`src/rtl/lc_pkg.sv`:
```
`timescale 1ns/1ps
package lc_pkg;
  localparam int LC_NUM_SPR = 8;
  localparam int LC_PAL_W   = 3;
  localparam int LC_IDX_W   = 3;
  localparam int LC_RGB_W   = 12;
endpackage

```
`src/rtl/lc_prio_select.sv`:
```
`timescale 1ns/1ps
module lc_prio_select import lc_pkg::*; #(
  parameter int NUM_SPR = LC_NUM_SPR,
  parameter int PAL_W   = LC_PAL_W,
  parameter int IDX_W   = LC_IDX_W
) (
  input  logic                       clk,
  input  logic                       rst,
  input  logic                       bg_valid,
  input  logic [PAL_W-1:0]           bg_pal,
  input  logic [IDX_W-1:0]           bg_idx,
  input  logic [NUM_SPR-1:0]         spr_valid,
  input  logic [NUM_SPR*PAL_W-1:0]   spr_pal,
  input  logic [NUM_SPR*IDX_W-1:0]   spr_idx,
  output logic                       sel_hit,
  output logic [PAL_W+IDX_W-1:0]     sel_addr
);
  localparam int NUM_W = (NUM_SPR > 1) ? $clog2(NUM_SPR) : 1;

  logic [NUM_SPR-1:0] opaque;
  logic               sel_spr;
  logic [NUM_W-1:0]   sel_num;

  // A sprite pixel is opaque when present and not colour index zero.
  for (genvar g = 0; g < NUM_SPR; g++) begin : g_opaque
    assign opaque[g] = spr_valid[g] && (spr_idx[g*IDX_W +: IDX_W] != '0);
  end

  // Background is the fallback; scanning downward leaves the lowest sprite.
  always_comb begin
    sel_hit  = bg_valid;
    sel_spr  = 1'b0;
    sel_num  = '0;
    sel_addr = {bg_pal, bg_idx};
    for (int i = NUM_SPR - 1; i >= 0; i--) begin
      if (opaque[i]) begin
        sel_hit  = 1'b1;
        sel_spr  = 1'b1;
        sel_num  = NUM_W'(i);
        sel_addr = {spr_pal[i*PAL_W +: PAL_W], spr_idx[i*IDX_W +: IDX_W]};
      end
    end
  end

  // a chosen sprite is valid and not transparent
  a_r3_no_clear_winner: assert property (@(posedge clk) disable iff (rst)
    sel_spr |-> (spr_valid[sel_num] && spr_idx[sel_num*IDX_W +: IDX_W] != '0));

  // with no sprite present a valid background is picked
  a_r5_bg_fallback: assert property (@(posedge clk) disable iff (rst)
    (spr_valid == '0 && bg_valid) |-> (sel_hit && !sel_spr));

  for (genvar g = 0; g < NUM_SPR; g++) begin : g_prio_chk
    // no opaque sprite below the chosen number
    a_r4_lowest_wins: assert property (@(posedge clk) disable iff (rst)
      (sel_spr && int'(sel_num) > g) |->
        !(spr_valid[g] && spr_idx[g*IDX_W +: IDX_W] != '0));
  end
endmodule

```
`src/rtl/lc_palette_ram.sv`:
```
`timescale 1ns/1ps
module lc_palette_ram import lc_pkg::*; #(
  parameter int AW = LC_PAL_W + LC_IDX_W,
  parameter int DW = LC_RGB_W
) (
  input  logic          clk,
  input  logic          rst,
  input  logic          lk_en,
  input  logic [AW-1:0] lk_addr,
  output logic [DW-1:0] lk_data,
  input  logic          host_we,
  input  logic [AW-1:0] host_addr,
  input  logic [DW-1:0] host_wdata,
  output logic [DW-1:0] host_rdata
);
  localparam int DEPTH = 1 << AW;

  logic [DW-1:0] mem [DEPTH];

  // Read-before-write on both ports; blank lookups return zero.
  always_ff @(posedge clk) begin
    if (rst) begin
      for (int i = 0; i < DEPTH; i++) mem[i] <= '0;
      lk_data    <= '0;
      host_rdata <= '0;
    end else begin
      lk_data    <= lk_en ? mem[lk_addr] : '0;
      host_rdata <= mem[host_addr];
      if (host_we) mem[host_addr] <= host_wdata;
    end
  end

  // a host write is stored at its address
  a_r2_write_lands: assert property (@(posedge clk) disable iff (rst)
    host_we |=> mem[$past(host_addr)] == $past(host_wdata));
endmodule

```
`src/rtl/layer_compositor.sv`:
```
`timescale 1ns/1ps
module layer_compositor import lc_pkg::*; #(
  parameter int NUM_SPR = LC_NUM_SPR,
  parameter int PAL_W   = LC_PAL_W,
  parameter int IDX_W   = LC_IDX_W,
  parameter int RGB_W   = LC_RGB_W
) (
  input  logic                       clk,
  input  logic                       rst,
  input  logic                       pix_active,
  input  logic                       bg_valid,
  input  logic [PAL_W-1:0]           bg_pal,
  input  logic [IDX_W-1:0]           bg_idx,
  input  logic [NUM_SPR-1:0]         spr_valid,
  input  logic [NUM_SPR*PAL_W-1:0]   spr_pal,
  input  logic [NUM_SPR*IDX_W-1:0]   spr_idx,
  input  logic                       host_we,
  input  logic [PAL_W+IDX_W-1:0]     host_addr,
  input  logic [RGB_W-1:0]           host_wdata,
  output logic [RGB_W-1:0]           host_rdata,
  output logic [RGB_W-1:0]           rgb
);
  localparam int AW = PAL_W + IDX_W;

  logic          sel_hit;
  logic [AW-1:0] sel_addr;
  logic          en_q;
  logic [AW-1:0] addr_q;

  lc_prio_select #(.NUM_SPR(NUM_SPR), .PAL_W(PAL_W), .IDX_W(IDX_W)) u_sel (
    .clk(clk), .rst(rst),
    .bg_valid(bg_valid), .bg_pal(bg_pal), .bg_idx(bg_idx),
    .spr_valid(spr_valid), .spr_pal(spr_pal), .spr_idx(spr_idx),
    .sel_hit(sel_hit), .sel_addr(sel_addr)
  );

  // Address-set stage.
  always_ff @(posedge clk) begin
    if (rst) begin
      en_q   <= 1'b0;
      addr_q <= '0;
    end else begin
      en_q   <= pix_active && sel_hit;
      addr_q <= sel_addr;
    end
  end

  // Memory-read stage; its output register drives rgb directly.
  lc_palette_ram #(.AW(AW), .DW(RGB_W)) u_pal (
    .clk(clk), .rst(rst),
    .lk_en(en_q), .lk_addr(addr_q), .lk_data(rgb),
    .host_we(host_we), .host_addr(host_addr),
    .host_wdata(host_wdata), .host_rdata(host_rdata)
  );

  // blanked pixels come out black two edges later
  a_r7_blank_black: assert property (@(posedge clk) disable iff (rst)
    $past(!pix_active, 2) |-> rgb == '0);

  // outputs are zero right after reset
  a_r10_reset_zero: assert property (@(posedge clk)
    $fell(rst) |-> (rgb == '0 && host_rdata == '0));
endmodule

```
`config.mk`:
```
export PLATFORM = sky130hd
export DESIGN_NAME = layer_compositor
export DESIGN_NICKNAME = d
export VERILOG_FILES = /design/src/rtl/lc_pkg.sv /design/src/rtl/lc_prio_select.sv /design/src/rtl/lc_palette_ram.sv /design/src/rtl/layer_compositor.sv
export SDC_FILE = /design/constraint.sdc
export NUM_CORES = 1
export LEC_CHECK = 0
export CORE_UTILIZATION = 57
export DETAILED_ROUTE_END_ITERATION = 6
export PLACE_DENSITY_LB_ADDON = 0.15
export SYNTH_ARGS = -nofsm -noshare
export SYNTH_HDL_FRONTEND = slang
export SYNTH_SLANG_ARGS = --single-unit
```
`constraint.sdc`:
```
create_clock -name clk -period 2.7 [get_ports clk]
set_input_delay 0.54 -clock clk [delete_from_list [all_inputs] [get_ports clk]]
set_output_delay 0.54 -clock clk [all_outputs]
set_load 0.01 [all_outputs]
```
==> summary.md <==
| Metric | Value |
|---|---|
| Status | `finished with violations` |
| Failing checks | `setup timing` |
| Number of enable flip-flop cells after synthesis | `about 770` |
| Synthesized area | `around 43000 um2` |
| Kind of critical path | `in2reg` |
| Net Count, Synth | `~3300` |
| First-pass DRT Iterations | `6` |
| Root Buffer | `clkbuf_16` |
| Core footprint | `roughly 75000 um2` |
| Slew margin rel. | `0.102` |
| Largest area contributor in the netlist | `edfxtp_1` |
| Setup Skew | `0.0246 ns` |
| Gr ovfl total | `0` |
| Kind of start point of the critical path | `input port` |
| Io pins | `roughly 110` |
| Worst hold path class | `in2reg` |
| Layout fillers | `5175` |
| P_int | `around 23000 uW` |
| Share of cells above drive strength 1 | `0.277` |
| Fin. Hold Viols | `0` |
| Worst-margin pin slew | `1.34 ns` |
| Clk_lat worst skew | `roughly 0.64 ns` |
| PD cells | `approximately 610 nW/um2` |
| Clock sink count | `about 800` |
| GPL Wtd Cong | `~1` |
| H-tree depth | `3` |
| Placed Area | `48500 um2` |
| Final Critical Period | `between 2 and 3 ns` |
| Main synth FF type | `edfxtp_1` |
| Post-route DRC | `0` |
| Full die area | `76500 um2` |
| Setup ws final | `-0.0961 ns` |
| Yosys cell types | `63` |
| Psw | `roughly 8400 uW` |
| Final setup viols | `4` |
| Synth warn | `0` |
| Fmax | `0.358 GHz` |
| Pleak | `0.0183 uW` |
| Worst Path Arrival | `around 3.3 ns` |
| Hold-fix buffers at CTS | `0` |
| Top post-synthesis cells by area | `edfxtp_1 (54%), mux4_2 (15%), and2_1 (11%)` |
| CTS Buf Count | `86` |
| PostCTS Resize Cnt | `2` |
| Dpl ws | `-1.12 ns` |
| FP Rows | `100` |
| FF+latch count, synth | `between 700 and 800` |
| Number of port buffers | `roughly 110` |
| Largest net degree at the start of global routing | `65` |
| Total Wirelength | `169 mm` |
| Average size of a mapped cell | `about 14 um2` |
| Initial Util | `0.577` |
| Slew Viols, Final | `0` |
| Per-cell routed wire length | `roughly 37 um` |
| Area grow syn2layout | `19.3%` |
| Post-route cell area | `between 50000 and 60000 um2` |
| Final period utilization | `1.04` |
| Clk pin slew, worst setup/hold paths | `~0.06 ns` |
| Gr usage total | `0.441` |
| Max clock buf depth | `3` |
| Die Height | `between 200 and 300 um` |
| CP max FO | `19` |
| Sw frac | `0.267` |
| Via total after detailed routing | `roughly 32000` |
| Dpl hpwl | `120 mm` |
| Final nets | `between 3000 and 4000` |
| Total Neg Setup Slack | `-0.170 ns` |
| Worst setup EP type | `flip-flop` |
| Critical Path RT | `around 3.2 ns` |
| Fraction of registers with async set/reset | `0` |
| Top-count cell post-synth | `and2_1` |
| Max IR drop VDD | `602 uV` |
| Via density | `a little over 7` |
| Iteration-0 DRC Markers | `about 5400` |
| Part of the power in combinational logic | `0.164` |
| Post-CTS setup buffers | `0` |
| CTS tree | `yes` |
| Share of power burned in registers | `0.467` |
| Top post-synthesis cells by count | `and2_1 (775), edfxtp_1 (768), mux4_2 (277), clkbuf_1 (216), mux2i_1 (154)` |
| RSZ-0062 raised after global routing | `no` |
| Clock power share | `0.369` |
| Global-route wire length before repair | `236 mm` |
| Mapped Cells | `around 3200` |
| Post-synth top area share | `0.536` |
| Sequential-to-total area share from yosys stat | `0.551` |
| Vias in the first global route | `~31000` |
| DIE WIDTH | `about 280 um` |
| Final ANT Viol Nets | `0` |
| Initial antenna violation count | `14` |
| Max Cap Viol | `0` |
==> critical path: stages <==
cell	delay (ns)
buf_6	0.26
buf_12	0.19
buf_12	0.20
mux4_2	0.64
o21ai_1	0.37
buf_4	0.21
o22ai_1	0.06
nor2_1	0.42
a31oi_1	0.28
==> area by class of cell <==
class,instances,area (um2),share of cell area
Timing Repair Buffer,619,5810,0.113
Tap cell,969,1210,0.0236
Clock buffer,108,2340,0.0456
Clock inverter,46,389,0.00759
Antenna cell,9,22.5,0.000439
Inverter,5,18.8,0.000366
Sequential cell,799,23700,0.462
Multi-Input combinational cell,2024,17800,0.347
==> metrics by stage <==
stage	total power, uW	utilization	instances	hold slack, ns
floorplan	17200	-	3169	0.612
global placement	19800	0.651	4416	0.738
detailed placement	19900	0.651	4416	0.726
CTS	31300	0.687	4570	0.465
global route	32000	0.688	4573	0.491
finish	31500	0.688	4579	0.482
==> metal layers <==
layer  vias to the layer above  wire (um)  track usage
met1                     16300      60300        0.594
met3                       495      25000        0.136
met4                        10       9450        0.213
met5                         -         69            0
met2                      2833      73800        0.655
li1                      12900          -            -
==> layout by cell type, fill, tap and decap left out, types with 16 or more instances in the layout <==
master and instances:
dfxtp_1 28, nor2_1 129, o22ai_1 35, o21ai_0 53
edfxtp_1 768, o21ai_1 75, nand3_1 42, mux2i_1 154
a221oi_1 71, clkbuf_16 89, a21oi_1 52, clkinv_1 16
a22oi_1 92, mux4_2 277, buf_12 76, clkdlybuf4s50_1 93
mux2_2 49, buf_4 435, and2_1 776, nand2_1 66
==> power by group through the flow <==
| stage | Combinational [uW] | Sequential (uW) | Clock [uW] |
|---|---|---|---|
| after floorplan | 2520 | 14700 | 0 |
| after global placement | 4920 | 14900 | 0 |
| after detailed placement | 4960 | 14900 | 0 |
| after CTS | 4980 | 14700 | 11600 |
| after global routing | 5240 | 14700 | 12100 |
| final | 5160 | 14700 | 11600 |
==> worst paths after layout <==
kind,depth (start not counted),from,to,slack [ns]
setup / recovery,9,host_addr[1],u_pal.host_rdata[2]$_SDFF_PP0_,-0.1
hold / removal,2,host_wdata[7],u_pal.mem[22][7]$_SDFFCE_PN0P_,0.48
setup reg to reg,7,addr_q[0]$_SDFF_PP0_,u_pal.lk_data[11]$_SDFF_PP0_,-0.01
hold reg to reg,2,addr_q[3]$_SDFF_PP0_,u_pal.lk_data[3]$_SDFF_PP0_,0.78
==> state kept, by name (all words and copies together), names as in the netlist <==
signal / cells
addr_q: 6
u_pal.lk_data: 12
u_pal.host_rdata: 12
u_pal.mem: 768
en_q: 1
==> cells by family after synthesis <==
kind of cell / Yosys count / share of synthesized area
compound gates: 479 / 0.0763
mux: 486 / 0.195
flops: 799 / 0.551
buf+inv: 346 / 0.0361
simple gates: 1059 / 0.141
No activity file was read; power rests on OpenSTA's default activity.
